## config.mk

```make
export PLATFORM = sky130hd
export DESIGN_NAME = tri_interval_timer
export DESIGN_NICKNAME = d
export VERILOG_FILES = /design/src/rtl/tit_pkg.sv /design/src/rtl/tit_ctrl.sv /design/src/rtl/tit_channel.sv /design/src/rtl/tri_interval_timer.sv
export SDC_FILE = /design/constraint.sdc
export NUM_CORES = 1
export LEC_CHECK = 0
export BUFFER_PORTS_ARGS = -buffer_cell sky130_fd_sc_hd__buf_2
export CAP_MARGIN = 20
export CORE_UTILIZATION = 46
export CTS_CLUSTER_DIAMETER = 50
export DETAILED_ROUTE_END_ITERATION = 10
export GPL_TIMING_DRIVEN = 0
export HOLD_SLACK_MARGIN = 0.06
export PLACE_DENSITY = 0.75
export SETUP_SLACK_MARGIN = 0.15
export SYNTH_ARGS = -nofsm -noshare
export SYNTH_HDL_FRONTEND = slang
export SYNTH_SLANG_ARGS = --single-unit
export TNS_END_PERCENT = 50
```

## constraint.sdc

```tcl
create_clock -name clk -period 2.25 [get_ports clk]
set_clock_uncertainty 0.1 [all_clocks]
set_input_delay 0 -clock clk [delete_from_list [all_inputs] [get_ports clk]]
set_output_delay 0 -clock clk [all_outputs]
set_load 0.05 [all_outputs]
```

## src/rtl/tit_pkg.sv

```systemverilog
// Package for the three-channel interval timer.
// Holds the register offsets and the data bit positions that the control
// decode and the read path share. Assumes byte-wide registers and 3-bit offsets.
package tit_pkg;
    localparam int NUM_CH  = 3;
    localparam int ADDR_W  = 3;
    localparam int DATA_W  = 8;

    localparam logic [ADDR_W-1:0] OFS_CTRL   = 3'd0; // shared by both control regs
    localparam logic [ADDR_W-1:0] OFS_ROUTE  = 3'd1; // write: route reg, read: status

    localparam int BIT_ROUTE = 0;  // route bit in the offset 1 write
    localparam int BIT_HALT  = 0;  // start command is this bit written as 0
    localparam int BIT_IEN   = 6;  // interrupt enable bit in all control regs

    // Offset of the low count byte of channel ch (0-based): 3, 5, 7.
    function automatic logic [ADDR_W-1:0] low_byte_ofs(input int ch);
        return ADDR_W'(2 * ch + 3);
    endfunction
endpackage

```

## src/rtl/tit_ctrl.sv

```systemverilog
// Control register decode for the three-channel interval timer.
// Holds the route bit, the three interrupt enables and the sticky run state.
// Assumes at most one of wr_en/rd_en matters for control (reads have no effect here).
module tit_ctrl
    import tit_pkg::*;
(
    input  logic                 clk,
    input  logic                 rst_n,
    input  logic                 wr_en,
    input  logic [ADDR_W-1:0]    addr,
    input  logic [DATA_W-1:0]    wdata,
    output logic                 run,
    output logic [NUM_CH-1:0]    ien
);
    logic route;

    // Decode offset 0 and offset 1 writes into route, enables and run.
    always_ff @(posedge clk) begin
        if (!rst_n) begin
            route <= 1'b0;
            ien   <= '0;
            run   <= 1'b0;
        end else if (wr_en) begin
            if (addr == OFS_ROUTE) begin
                route  <= wdata[BIT_ROUTE];
                ien[1] <= wdata[BIT_IEN];
            end else if (addr == OFS_CTRL) begin
                if (route) begin
                    ien[0] <= wdata[BIT_IEN];
                    if (!wdata[BIT_HALT])
                        run <= 1'b1;
                end else begin
                    ien[2] <= wdata[BIT_IEN];
                end
            end
        end
    end

    AST_RUN_STICKY: assert property (@(posedge clk) disable iff (!rst_n)
        run |=> run);
    AST_START_NEEDS_ROUTE: assert property (@(posedge clk) disable iff (!rst_n)
        (!run && !(wr_en && addr == OFS_CTRL && route)) |=> !run);
    AST_ROUTE_WRITE_ONLY: assert property (@(posedge clk) disable iff (!rst_n)
        !(wr_en && addr == OFS_ROUTE) |=> $stable(route));
endmodule

```

## src/rtl/tit_channel.sv

```systemverilog
// One down-counting channel of the interval timer.
// Counts ticks while run is high and reloads START_VAL when the count runs out.
// Raises a sticky pending flag on reload when enabled; the set wins over clr.
// Assumes START_VAL is non-zero.
module tit_channel #(
    parameter int          CNT_W     = 16,
    parameter logic [15:0] START_VAL = 16'd32
) (
    input  logic clk,
    input  logic rst_n,
    input  logic run,
    input  logic tick,
    input  logic ien,
    input  logic clr,
    output logic pend
);
    localparam logic [CNT_W-1:0] RELOAD = CNT_W'(START_VAL);
    localparam logic [CNT_W-1:0] LAST   = CNT_W'(1);

    logic [CNT_W-1:0] count;
    logic             step;
    logic             wrap;

    assign step = run && tick;
    assign wrap = step && (count == LAST);

    // Count down one per tick, reloading instead of reaching zero.
    always_ff @(posedge clk) begin
        if (!rst_n)
            count <= RELOAD;
        else if (wrap)
            count <= RELOAD;
        else if (step)
            count <= count - LAST;
    end

    // Pending flag: set on enabled reload, cleared by acknowledge read.
    always_ff @(posedge clk) begin
        if (!rst_n)
            pend <= 1'b0;
        else if (wrap && ien)
            pend <= 1'b1;
        else if (clr)
            pend <= 1'b0;
    end

    AST_CNT_NONZERO: assert property (@(posedge clk) disable iff (!rst_n)
        count != '0);
    AST_CNT_IDLE: assert property (@(posedge clk) disable iff (!rst_n)
        !step |=> $stable(count));
    AST_SET_WINS: assert property (@(posedge clk) disable iff (!rst_n)
        (wrap && ien) |=> pend);
    AST_FLAG_HOLD: assert property (@(posedge clk) disable iff (!rst_n)
        (pend && !clr) |=> pend);
    AST_FLAG_GATED: assert property (@(posedge clk) disable iff (!rst_n)
        (!pend && !(wrap && ien)) |=> !pend);
endmodule

```

## src/rtl/tri_interval_timer.sv

```systemverilog
// Top of the three-channel interval timer.
// Instantiates the control decode and three counting channels, builds the
// status read, the acknowledge-by-read clears and the combined interrupt.
// Assumes rd_en and wr_en are single-cycle strobes sampled on clk.
module tri_interval_timer
    import tit_pkg::*;
#(
    parameter int          CNT_W  = 16,
    parameter logic [15:0] START1 = 16'd32,
    parameter logic [15:0] START2 = 16'd3200,
    parameter logic [15:0] START3 = 16'd801
) (
    input  logic              clk,
    input  logic              rst_n,
    input  logic              tick,
    input  logic              wr_en,
    input  logic              rd_en,
    input  logic [ADDR_W-1:0] addr,
    input  logic [DATA_W-1:0] wdata,
    output logic [DATA_W-1:0] rdata,
    output logic              irq
);
    localparam logic [15:0] STARTS [NUM_CH] = '{START1, START2, START3};

    logic              run;
    logic [NUM_CH-1:0] ien;
    logic [NUM_CH-1:0] clr;
    logic [NUM_CH-1:0] pend;

    tit_ctrl u_ctrl (
        .clk   (clk),
        .rst_n (rst_n),
        .wr_en (wr_en),
        .addr  (addr),
        .wdata (wdata),
        .run   (run),
        .ien   (ien)
    );

    for (genvar g = 0; g < NUM_CH; g++) begin : g_ch
        // Acknowledge: a read of this channel's low count byte.
        assign clr[g] = rd_en && (addr == low_byte_ofs(g));

        tit_channel #(
            .CNT_W     (CNT_W),
            .START_VAL (STARTS[g])
        ) u_chan (
            .clk   (clk),
            .rst_n (rst_n),
            .run   (run),
            .tick  (tick),
            .ien   (ien[g]),
            .clr   (clr[g]),
            .pend  (pend[g])
        );
    end

    // Read path: only the status offset returns non-zero data.
    always_comb begin
        rdata = '0;
        if (rd_en && addr == OFS_ROUTE)
            rdata[NUM_CH-1:0] = pend;
    end

    assign irq = |pend;

    AST_RD_QUIET: assert property (@(posedge clk) disable iff (!rst_n)
        (rd_en && addr != OFS_ROUTE) |-> rdata == '0);
    AST_STATUS_HIGH_ZERO: assert property (@(posedge clk) disable iff (!rst_n)
        rdata[DATA_W-1:NUM_CH] == '0);
    AST_IRQ_FLAGS: assert property (@(posedge clk) disable iff (!rst_n)
        (rd_en && addr == OFS_ROUTE) |-> (irq == (rdata != '0)));
    AST_ACK_CLEARS: assert property (@(posedge clk) disable iff (!rst_n)
        (rd_en && addr == 3'd3 && !(run && tick)) |=> !irq || (rdata == '0));
endmodule

```

Yosys cells after proc, flatten, opt, wreduce, memory -nomap -nowiden
Index checks and enable logic that the tools add are counted.
{ "word_totals": {"ff_bits": 56, "input_bits": 16, "out_inout_bits": 9, "wordCells": 55} }
{ "op_classes": {"n_addsub": 3, "eq_ne": 7, "mux": 7, "n_bitwise": 4, "n_reduce_logical": 23} }
{ "ops": {"columns": ["operator", "count"], "rows": [
  ["16-bit by 1-bit equality test with 1-bit output, second input constant", 3],
  ["16-bit by 1-bit subtractor with 16-bit output, second input constant", 3],
  ["1-bit logical AND", 11],
  ["4-bit AND reduction", 2],
  ["3-bit equality test, second input constant", 2],
  ["1-bit two-way mux", 6],
  ["2-bit nonzero test", 3],
  ["2-bit OR reduction", 3],
  ["5-bit AND reduction", 1],
  ["1-bit NOT", 4],
  ["3-bit by 1-bit equality test with 1-bit output, second input constant", 1],
  ["3-bit by 2-bit equality test with 1-bit output, second input constant", 1],
  ["3-bit logical NOT", 1],
  ["3-bit two-way mux", 1],
  ["3-bit OR reduction", 1],
  ["2-bit AND reduction", 1]
]} }

Longest topological paths before layout
Gate-level depths: netlist of run 1.
{ "logic_depth": {"ltp_word": 4, "mapped_depth": 7, "depth_no_buf": 6} }

Hierarchy
A second synthesis of run 1 with hierarchy kept.
{ "hier_totals": {"cells_unflattened": 306, "area_unflattened_um2": 2856.5} }
{ "by_module_without_submodules": {"columns": ["module", "instances", "cells_per_inst", "area_per_inst_um2", "seq_area_each_um2"], "rows": [
  ["tit_channel (g_ch[2].u_chan)", 1, 89, 862.1, 340.3],
  ["tit_channel (g_ch[1].u_chan)", 1, 92, 845.8, 340.3],
  ["tit_channel (g_ch[0].u_chan)", 1, 88, 818.3, 340.3],
  ["tit_ctrl", 1, 21, 225.2, 100.1],
  ["tri_interval_timer", 1, 16, 105.1, 0.0]
]} }

Worst setup path before layout of run 1
OpenSTA, ideal clock, no wires.
{ "synth_timing": {"path_kind": "reg-to-reg", "startpoint": "reg g_ch[1].u_chan.count[6]", "endpoint": "reg g_ch[1].u_chan.count[13]", "setup_time_ns": 0.071, "arrival_time_ns": 1.791, "t_required_ns": 2.079, "setup_slack_ns": 0.288, "stages_incl_launch_ff": 5, "path_buffers": 0, "period_less_slack_ns": 1.962, "cell_sequence": "dfxtp_1 > or4_4 > or3_1 > or4_1 > a21oi_1"} }
{ "synth_via": {"elab_chain_cells": 3, "word_cells_on_any_way": 4, "cone_classes": "add/sub (1); eq/ne (1); reduce/logical (2)"} }
{ "synth_rtl": {"columns": ["element", "line_no", "source"], "rows": [
  ["start, declared", "tit_channel.sv:20", "logic [CNT_W-1:0] count;"],
  ["start signal, assigned", "tit_channel.sv:34", "count <= count - LAST;"],
  ["branches (longest 3 deep; another with 16-bit by 1-bit subtractor with 16-bit output)", null, null]
]} }
Parallel ways; which one is timed is not known.
A chain may end at the register's enable or synchronous reset.

Worst setup path after layout of run 1
Same ends and word-level chain as after synthesis.

==> impl_metrics.ini, run 1 <==
[outcome]
outcome = completed

[setup_path]
critPathRequiredTime_ns = 2.40
crit_type = flop to flop
path_cells = or4_4, or3_1, or4_1, a21oi_1
cp-end-kind = flop
max_stage_delay_ns = 0.57
cp.arrival_ns = 2.22
cp_max_fo = 6
crit_slowest_cell = or4_4
cp-start-kind = flop

[finish]
design_area_um2 = 3176
drive_gt1_frac = 0.1136
fin_nets = 373
final_util = 0.5697
areaGrowthSynthToFinish_pct = 17.88
diodes = 0
fill_cells = 502

[placement]
port_buffers = 13
gp_congestion = 0.7367
post-dp-hpwl_um = 3582
placed_cell_area_um2 = 2864

[synthesis]
yosys.area_share.adder = 0.02787
synth.area.top_cells = dfxtp_1 42%, xor2_1 7.5%, nor2_1 6.5%
syn_area_per_cell_um2 = 8.775
syn_area_um2 = 2694
synth_top_family_by_area = simple AND/OR/NAND/NOR gates
synth-xor-area-share = 0.1073
synth_compound_gate_area_share = 0.07803
yosys.area_share.simple = 0.3065
synth-async-reset-ratio = 0
synth_top_area_frac = 0.4162
yosys.area.top_type = dfxtp_1
synthFlopType = dfxtp_1
ys.warnings.count = 0
ys_ff_latch = 56
synth_cells = 307
synthMuxAreaShare = 0.02601
ys_types = 46
ys_seq_area_frac = 0.4162
synth_enable_flop_cells = 0

[job]
max_cap_violations = 0

[detailed_routing]
dr_total_vias = 2274
wl_met2_um = 2594
wl_met3_um = 190
wl_met1_um = 2630
drtAntennaViolNets = 0
drc = 0
wl_per_cell_um = 12.96
viasPerCell = 5.363
wirelength_um = 5495
dr.first_iter.drc_count = 77
top_layer = met4
dr.pass1.iters = 4

[timing]
setup_violations = 0
max_freq_mhz = 483.5
worst_pin_slew_ns = 0.6252
min_period_ns = 2.068
rsz0062_at_grt = yes
drv_slew = 0
fin_crit_sh = 0.9192
max_slew_margin = 0.5775
hold_violations = 0

[grt]
grt_usage = 0.1927
grt_overflow = 0
antenna_found_initial = 0
grt_max_degree = 18
grt_first_pass_wirelength_um = 9480
grt_pass1_vias = 2150

[clock_tree]
cts_made_buffers = 5
cts_sinks = 56
cts_root_buf = clkbuf_8
htreeDepth = 2
cts_tree = done
clock_latency_ns = 0.31
cts_buffer_depth = 2
path_clk_slew_ns = 0.09

[floorplanning]
io_pins = 25
core_area_um2 = 5574
die_w_um = 78.53
rows = 27
initial_core_util = 0.4833
die_area_um2 = 6166
die_h_um = 78.53

[pwr]
peakVddDrop_mv = 0.4073
p_leak_nw = 1.133
power_density_nw_per_um2 = 520.8

[worst_hold_path]
hp-class = input pin to flop
## per-stage QoR
step                power (mW)  TNS, ns  hold slack [ns]  setup WS (ns)  std cells
global placement         1.086        0           0.1627        0.01252        396
CTS                      1.667        0          0.06129         0.1766        419
finish                   1.654        0          0.07021         0.1819        424
detailed placement       1.087  -0.5206           0.1778       -0.05649        396
floorplan                1.064        0          0.04394         0.2884        311
global route             1.714        0          0.09934        0.08554        424
## where the power goes
part / leakage (nW) / total (mW) / internal [mW] / switching, mW
sequential: 0.451 / 0.993 / 0.992 / 0.00112
clock: 0.0434 / 0.573 / 0.250 / 0.323
combinational: 0.638 / 0.0879 / 0.0325 / 0.0554
total: 1.13 / 1.65 / 1.27 / 0.380
## placed cells by master (no fill, tap or decap), types with 9 or more instances in the layout
cell / instances
xor2_1: 23
nand2_1: 21
nor3_1: 9
inv_1: 9
dlygate4sd3_1: 15
dfxtp_1: 56
nand4_1: 13
o21ai_0: 9
a21oi_1: 9
xnor2_1: 10
buf_4: 10
nand3_1: 11
buf_2: 14
nor2_1: 47
## repair_timing
item / CTS / global route
endpoints found under the hold margin: 25 / 0
setup buffers: 0 / 5
pin swaps: 0 / 2
gates resized for setup: 3 / 5
endpoints found under the setup margin: 20 / 33
hold buffers: 15 / 0
## kinds of logic (layout without fill, tap and decap cells)
logic type               after synthesis  count (layout)
buffers and inverters                 21              62
XOR/XNOR                              33              33
flip-flops                            56              56
AND/OR/NAND/NOR                      149             149
multiplexers                           7               7
adder cells (fa/ha/maj)                6               6
AO/OA/AOI/OAI                         34              34
other                                  1               5
## worst paths after layout
path                                   startpoint                                    end  slack (ns)  cells after the start
max          g_ch[1].u_chan.count[6]$_SDFFE_PP0P_  g_ch[1].u_chan.count[13]$_SDFFE_PP0P_        0.18                      4
min                                       addr[0]                u_ctrl.run$_SDFFE_PN0P_        0.07                      4
max reg2reg  g_ch[1].u_chan.count[6]$_SDFFE_PP0P_  g_ch[1].u_chan.count[13]$_SDFFE_PP0P_        0.18                      4
min reg2reg            u_ctrl.ien[1]$_SDFFE_PN0P_       g_ch[1].u_chan.pend$_SDFFE_PN0P_        0.38                      2
## metal layers
| layer | global-route usage | up-vias |
|---|---|---|
| met2 | 0.3304 | 47 |
| met5 | 0 | - |
| met3 | 0.03837 | 8 |
| li1 | - | 1167 |
| met1 | 0.2347 | 1052 |
| met4 | 0.07593 | 0 |
## area by class of cell
cell class / count / area (µm²) / share of cell area
Clock buffer: 6 / 82.58 / 0.02600
Sequential cell: 56 / 1121 / 0.3530
Buffer: 12 / 67.56 / 0.02128
Timing Repair Buffer: 33 / 252.7 / 0.07959
Multi-Input combinational cell: 234 / 1513 / 0.4764
Inverter: 9 / 33.78 / 0.01064
Clock inverter: 2 / 15.01 / 0.004728
Tap cell: 72 / 90.09 / 0.02837
## critical path, delay by kind of cell (launching register included)
family / cells / cell delay [ns]
AOI/OAI and AO/OA: 1 / 0.14
and+or+nand+nor: 3 / 1.39
DFF: 1 / 0.38
## cells in the mapped netlist, types with 2 or more instances
master     count
nand4bb_1      2
nand2b_1       2
o21a_1         2
xor2_1        23
nand2_1       21
nor4_1         7
nor2_1        47
buf_4          5
nor3_1         9
nand4b_1       3
ha_1           6
or4_1          5
nor4bb_1       2
inv_1          9
nor4_2         2
xnor2_1       10
or3_1          6
mux2i_1        7
and2_1         4
o21ai_0        9
nand4_1       13
nand3b_1       2
o31ai_1        4
o21ai_1        2
nand3_1       11
a211oi_1       3
dfxtp_1       56
nor3b_1        5
clkbuf_1       5
a21oi_1        9
## flip-flops by register name, indices dropped and copies added, names as in the netlist
name               flops
g_ch.u_chan.count     48
g_ch.u_chan.pend       3
u_ctrl.ien             3
u_ctrl.route           1
u_ctrl.run             1
Power figures use the tool's default switching activity.
==> run 2: changes to the inputs <==
==> constraint.sdc (replaced) <==
create_clock -name clk -period 2.1 [get_ports clk]
set_clock_uncertainty 0.1 [all_clocks]
set_input_delay 0 -clock clk [delete_from_list [all_inputs] [get_ports clk]]
set_output_delay 0 -clock clk [all_outputs]
set_load 0.05 [all_outputs]
==> run 2 against run 1 <==
  * Combinational power grew 5.6%
  * Via count shrank 1.6%
  * Highest routed layer unchanged
  * Wire length shrank 3.9%
  * Non-clock buffer count shrank 2
  * First-iteration DRC count grew 44%
  * Die area is the same
  * Worst hold slack gained 0.019 ns
  * Critical path type unchanged
  * Sequential share of layout area grew 0.15 points
  * Sequential power grew 7%
  * Critical endpoint unchanged
==> impl_metrics.ini, run 2 (same netlist as run 1, synthesis figures left out) <==
[outcome]
outcome = completed

[setup_path]
cp-start-kind = flop
rr_startpoint = g_ch[1].u_chan.count[9]$_SDFFE_PP0P_
crit_end = g_ch[1].u_chan.count[13]$_SDFFE_PP0P_
cp.arrival_ns = 2.13
cp-end-kind = flop
cp-startpoint = g_ch[1].u_chan.count[9]$_SDFFE_PP0P_
rr_endpoint = g_ch[1].u_chan.count[13]$_SDFFE_PP0P_
crit_type = flop to flop
cp_max_fo = 3
critPathRequiredTime_ns = 2.25
r2r_setup_slack_ns = 0.12
reg2regPathDepth = 4

[job]
max_cap_violations = 0

[finish]
largest_register = g_ch.u_chan.count
areaGrowthSynthToFinish_pct = 18.16
largest_reg_flops = 48
multiInputGateArea_um2 = 1544
fin_nets = 371
register_area_um2 = 1129
top_regs = g_ch.u_chan.count x48, g_ch.u_chan.pend x3, u_ctrl.ien x3
finalNonFillerCells = 421
diodes = 0
design_area_um2 = 3183
final_cell_mix = 52 x dfxtp_1, 47 x nor2_1, 23 x xor2_1
layout_commonest_cell = dfxtp_1
drive_gt1_frac = 0.1519
fill_cells = 468

[detailed_routing]
wl_per_cell_um = 12.54
wirelength_um = 5281
drtAntennaViolNets = 0
dr.pass1.iters = 4
viasPerCell = 5.314
drc = 0
dr.first_iter.drc_count = 111
dr_total_vias = 2237

[worst_hold_path]
min_path_cells = 5
hp-class = input pin to flop

[pwr]
p_clk_frac = 0.341
power.switching_mw = 0.3912
swShare = 0.2234
p_comb_frac = 0.053
p_int_mw = 1.360
peakVddDrop_mv = 0.3572
power_density_nw_per_um2 = 550.2
p_leak_nw = 1.137
seqPwrFrac = 0.606

[clock_tree]
cts_buffer_depth = 2
path_clk_slew_ns = 0.10
clock_latency_ns = 0.31
cts_tree = done
htreeDepth = 2
cts_made_buffers = 5
cts_root_buf = clkbuf_8
cts_sinks = 56

[floorplanning]
die_w_um = 78.53
die_area_um2 = 6166
core_area_um2 = 5574
die_h_um = 78.53
initial_core_util = 0.4833
rows = 27
io_pins = 25

[timing]
fin_setup_tns_ns = 0
max_freq_mhz = 505.0
hold_slack_ns = 0.08959
rsz0062_at_grt = yes
drv_slew = 0
worst_pin_slew_ns = 0.6175
max_slew_margin = 0.5827
fin_crit_sh = 0.9429
fin_ws_ns = 0.1199
hold_violations = 0
setup_violations = 0
min_period_ns = 1.980

[placement]
post-place-ws_ns = -0.1748
gp_congestion = 0.7452
port_buffers = 13
post-dp-hpwl_um = 3527
placed_cell_area_um2 = 2865
dpl.cell_count = 396

[grt]
grt_first_pass_wirelength_um = 8845
grt_overflow = 0
antenna_found_initial = 0
grt_usage = 0.1808
grt_max_degree = 17
grt_pass1_vias = 1983
==> run 2: changes by cell type in the layout (fill, tap and decap cells not counted), moves of 2 or more <==
cell,before,now
dlygate4sd3_1,15,10
dfxtp_1,56,52
buf_4,10,13
dfxtp_2,0,3
clkbuf_1,3,1
clkbuf_2,2,4
clkinvlp_4,2,0
==> run 2: power groups by stage <==
stage | Combinational, mW | Sequential, mW | Clock [mW]
final | 0.0928 | 1.06 | 0.596
after floorplan | 0.0518 | 1.09 | 0
after global routing | 0.0998 | 1.06 | 0.650
after detailed placement | 0.0751 | 1.09 | 0
after global placement | 0.0744 | 1.09 | 0
after CTS | 0.0889 | 1.06 | 0.619
==> run 2: worst min-delay path by stage <==
stage / startpoint / end / slack (ns)
global route: tick / g_ch[2].u_chan.count[5]$_SDFFE_PP1P_ / 0.12
floorplan: wdata[6] / u_ctrl.ien[0]$_SDFFE_PN0P_ / 0.04
global placement: wdata[0] / u_ctrl.route$_SDFFE_PN0P_ / 0.16
detailed placement: wdata[0] / u_ctrl.route$_SDFFE_PN0P_ / 0.19
finish: wr_en / u_ctrl.ien[2]$_SDFFE_PN0P_ / 0.09
CTS: wr_en / u_ctrl.ien[2]$_SDFFE_PN0P_ / 0.07
==> run 2: routing by layer <==
layer / global-route usage / part of all wire
met5: 0 / 0
met2: 0.2913 / 0.46
met1: 0.2327 / 0.49
met3: 0.03953 / 0.032
met4: 0.07407 / 0.018
==> run 2: worst max-delay path: stages (launching register included) <==
cell and delay (ns):
dfxtp_2 0.34, or4_4 0.56, or3_4 0.39, or4_4 0.42, a21oi_2 0.12
==> run 2: cell type report <==
| class | count | share of cell area |
|---|---|---|
| buffer | 12 | 0.02201 |
| clock buffer | 6 | 0.02594 |
| inverter | 9 | 0.01061 |
| multi-input combinational | 234 | 0.4851 |
| tap | 72 | 0.02830 |
| timing repair buffer | 31 | 0.07075 |
| clock inverter | 1 | 0.002752 |
| sequential | 56 | 0.3546 |
==> run 2: through the flow <==
stage / power (mW) / util
after global routing: 1.813 / 0.5710
final: 1.751 / 0.5710
after floorplan: 1.140 / -
after global placement: 1.163 / 0.5140
after detailed placement: 1.163 / 0.5140
after CTS: 1.771 / 0.5556
==> run 2: repair_timing <==
item / 4_1_cts / 5_1_grt
hold buffers: 10 / 0
endpoints found under the hold margin: 24 / 0
pin swaps: 1 / 8
endpoints found under the setup margin: 37 / 38
setup buffers: 1 / 7
gates resized for setup: 6 / 13
==> run 3: changes to the inputs <==
==> constraint.sdc (replaced) <==
create_clock -name clk -period 2.1 [get_ports clk]
set_clock_uncertainty 0.1 [all_clocks]
set_input_delay 0.525 -clock clk [delete_from_list [all_inputs] [get_ports clk]]
set_output_delay 0.525 -clock clk [all_outputs]
set_load 0.05 [all_outputs]
==> run 3 against run 2 <==
  * Critical path depth did not move
  * Final cell count fell by 2.4%
  * Setup slack barely moved
  * Clock power barely moved
  * Die area did not move
  * Power fell by 0.52%
  * Sequential share of layout area rose by 1.1 points
  * Critical path type unchanged
==> impl_metrics.ini, run 3 (same netlist as run 1, synthesis figures left out) <==
[floorplanning]
initial_core_util = 0.4833
die_w_um = 78.53
die_h_um = 78.53
die_area_um2 = 6166
core_area_um2 = 5574
rows = 27
io_pins = 25

[setup_path]
max_stage_delay_ns = 0.56
critPathRequiredTime_ns = 2.25
cp.arrival_ns = 2.13
crit_slowest_cell = or4_4
cp-start-kind = flop
crit_type = flop to flop
cp_max_fo = 3
critPathTopFamily = simple AND/OR/NAND/NOR gates
path_cells = or4_4, or3_4, or4_4, a21oi_2
cp-end-kind = flop
cp.buffers_inverters = 0
cpMostUsedCell = or4_4

[finish]
register_area_um2 = 1129
multiInputGateArea_um2 = 1543
top_regs = g_ch.u_chan.count x48, g_ch.u_chan.pend x3, u_ctrl.ien x3
areaGrowthSynthToFinish_pct = 14.68
diodes = 0
largest_register = g_ch.u_chan.count
finalNonFillerCells = 411
final_cell_mix = 52 x dfxtp_1, 47 x nor2_1, 23 x xor2_1
final_util = 0.5542
largest_reg_flops = 48
fin_nets = 361
fill_cells = 488
drive_gt1_frac = 0.1563
layout_commonest_cell = dfxtp_1
design_area_um2 = 3089

[clock_tree]
path_clk_slew_ns = 0.09
htreeDepth = 2
ctsHoldBuffers = 0
cts_buffer_depth = 2
cts_sinks = 56
cts_made_buffers = 5
cts_tree = done
clock_latency_ns = 0.31
cts_root_buf = clkbuf_8

[detailed_routing]
wl_met2_um = 2262
drc = 0
dr_total_vias = 2206
viasPerCell = 5.367
wl_per_cell_um = 12.50
wl_met3_um = 180
drtAntennaViolNets = 0
wirelength_um = 5136
dr.pass1.iters = 4
wl_met1_um = 2597
top_layer = met4
dr.first_iter.drc_count = 117

[pwr]
p_comb_frac = 0.047
p_clk_frac = 0.344
power_density_nw_per_um2 = 564.0
p_total_mw = 1.742
p_int_mw = 1.351
swShare = 0.2246
seqPwrFrac = 0.610
p_leak_nw = 1.102
peakVddDrop_mv = 0.3522
power.switching_mw = 0.3913

[timing]
rsz0062_at_grt = yes
max_slew_margin = 0.5895
hold_violations = 0
setup_violations = 0
fin_ws_ns = 0.1195
max_freq_mhz = 504.9
fin_setup_tns_ns = 0
hold_slack_ns = 0.3699
worst_pin_slew_ns = 0.6075
drv_slew = 0
fin_crit_sh = 0.9431
min_period_ns = 1.981

[placement]
dpl.cell_count = 396
port_buffers = 13
post-dp-hpwl_um = 3527
gp_congestion = 0.7452
post-place-ws_ns = -0.1748
placed_cell_area_um2 = 2865

[grt]
grt_first_pass_wirelength_um = 8542
grt_pass1_vias = 1914
grt_usage = 0.1747
grt_max_degree = 17
grt_overflow = 0
antenna_found_initial = 0

[worst_hold_path]
hp-class = flop to flop

[outcome]
outcome = completed

[job]
max_cap_violations = 0
## run 3: worst paths after layout
kind	startpoint	end	slack (ns)	cells past startpoint
max reg2reg	g_ch[1].u_chan.count[9]$_SDFFE_PP0P_	g_ch[1].u_chan.count[13]$_SDFFE_PP0P_	0.12	4
min reg2reg	u_ctrl.ien[1]$_SDFFE_PN0P_	g_ch[1].u_chan.pend$_SDFFE_PN0P_	0.37	2
min	u_ctrl.ien[1]$_SDFFE_PN0P_	g_ch[1].u_chan.pend$_SDFFE_PN0P_	0.37	2
max	g_ch[1].u_chan.count[9]$_SDFFE_PP0P_	g_ch[1].u_chan.count[13]$_SDFFE_PP0P_	0.12	4
## run 3: what timing repair did
action                     in CTS  in global routing
buffers inserted                1                  7
gates resized for setup         7                 16
pin swaps                       1                  8
setup endpoints to repair      40                 32
## run 3: layout make-up
type | instances | area share
tap | 72 | 0.02916
timing repair buffer | 21 | 0.04293
buffer | 12 | 0.02268
clock inverter | 1 | 0.002835
sequential | 56 | 0.3653
clock buffer | 6 | 0.02673
multi-input combinational | 234 | 0.4994
inverter | 9 | 0.01094
## run 3: per-layer routing
| layer | global-route usage | vias to the layer above |
|---|---|---|
| met5 | 0 | - |
| met4 | 0.07963 | 0 |
| met3 | 0.04070 | 8 |
| met2 | 0.2670 | 41 |
| met1 | 0.2322 | 1012 |
| li1 | - | 1145 |
## run 3: power by group through the flow
stage                     Combinational (mW)  Clock, mW  Sequential [mW]
final                                 0.0816      0.599             1.06
after global routing                  0.0886      0.651             1.06
after CTS                             0.0780      0.619             1.06
after detailed placement              0.0751          0             1.09
after global placement                0.0744          0             1.09
after floorplan                       0.0518          0             1.09
## run 3: tightest hold or removal path: cells and delay by family (launching register included)
kind | cells | cell delay, ns
compound gates | 1 | 0.05
flops | 1 | 0.32
simple gates | 1 | 0.05
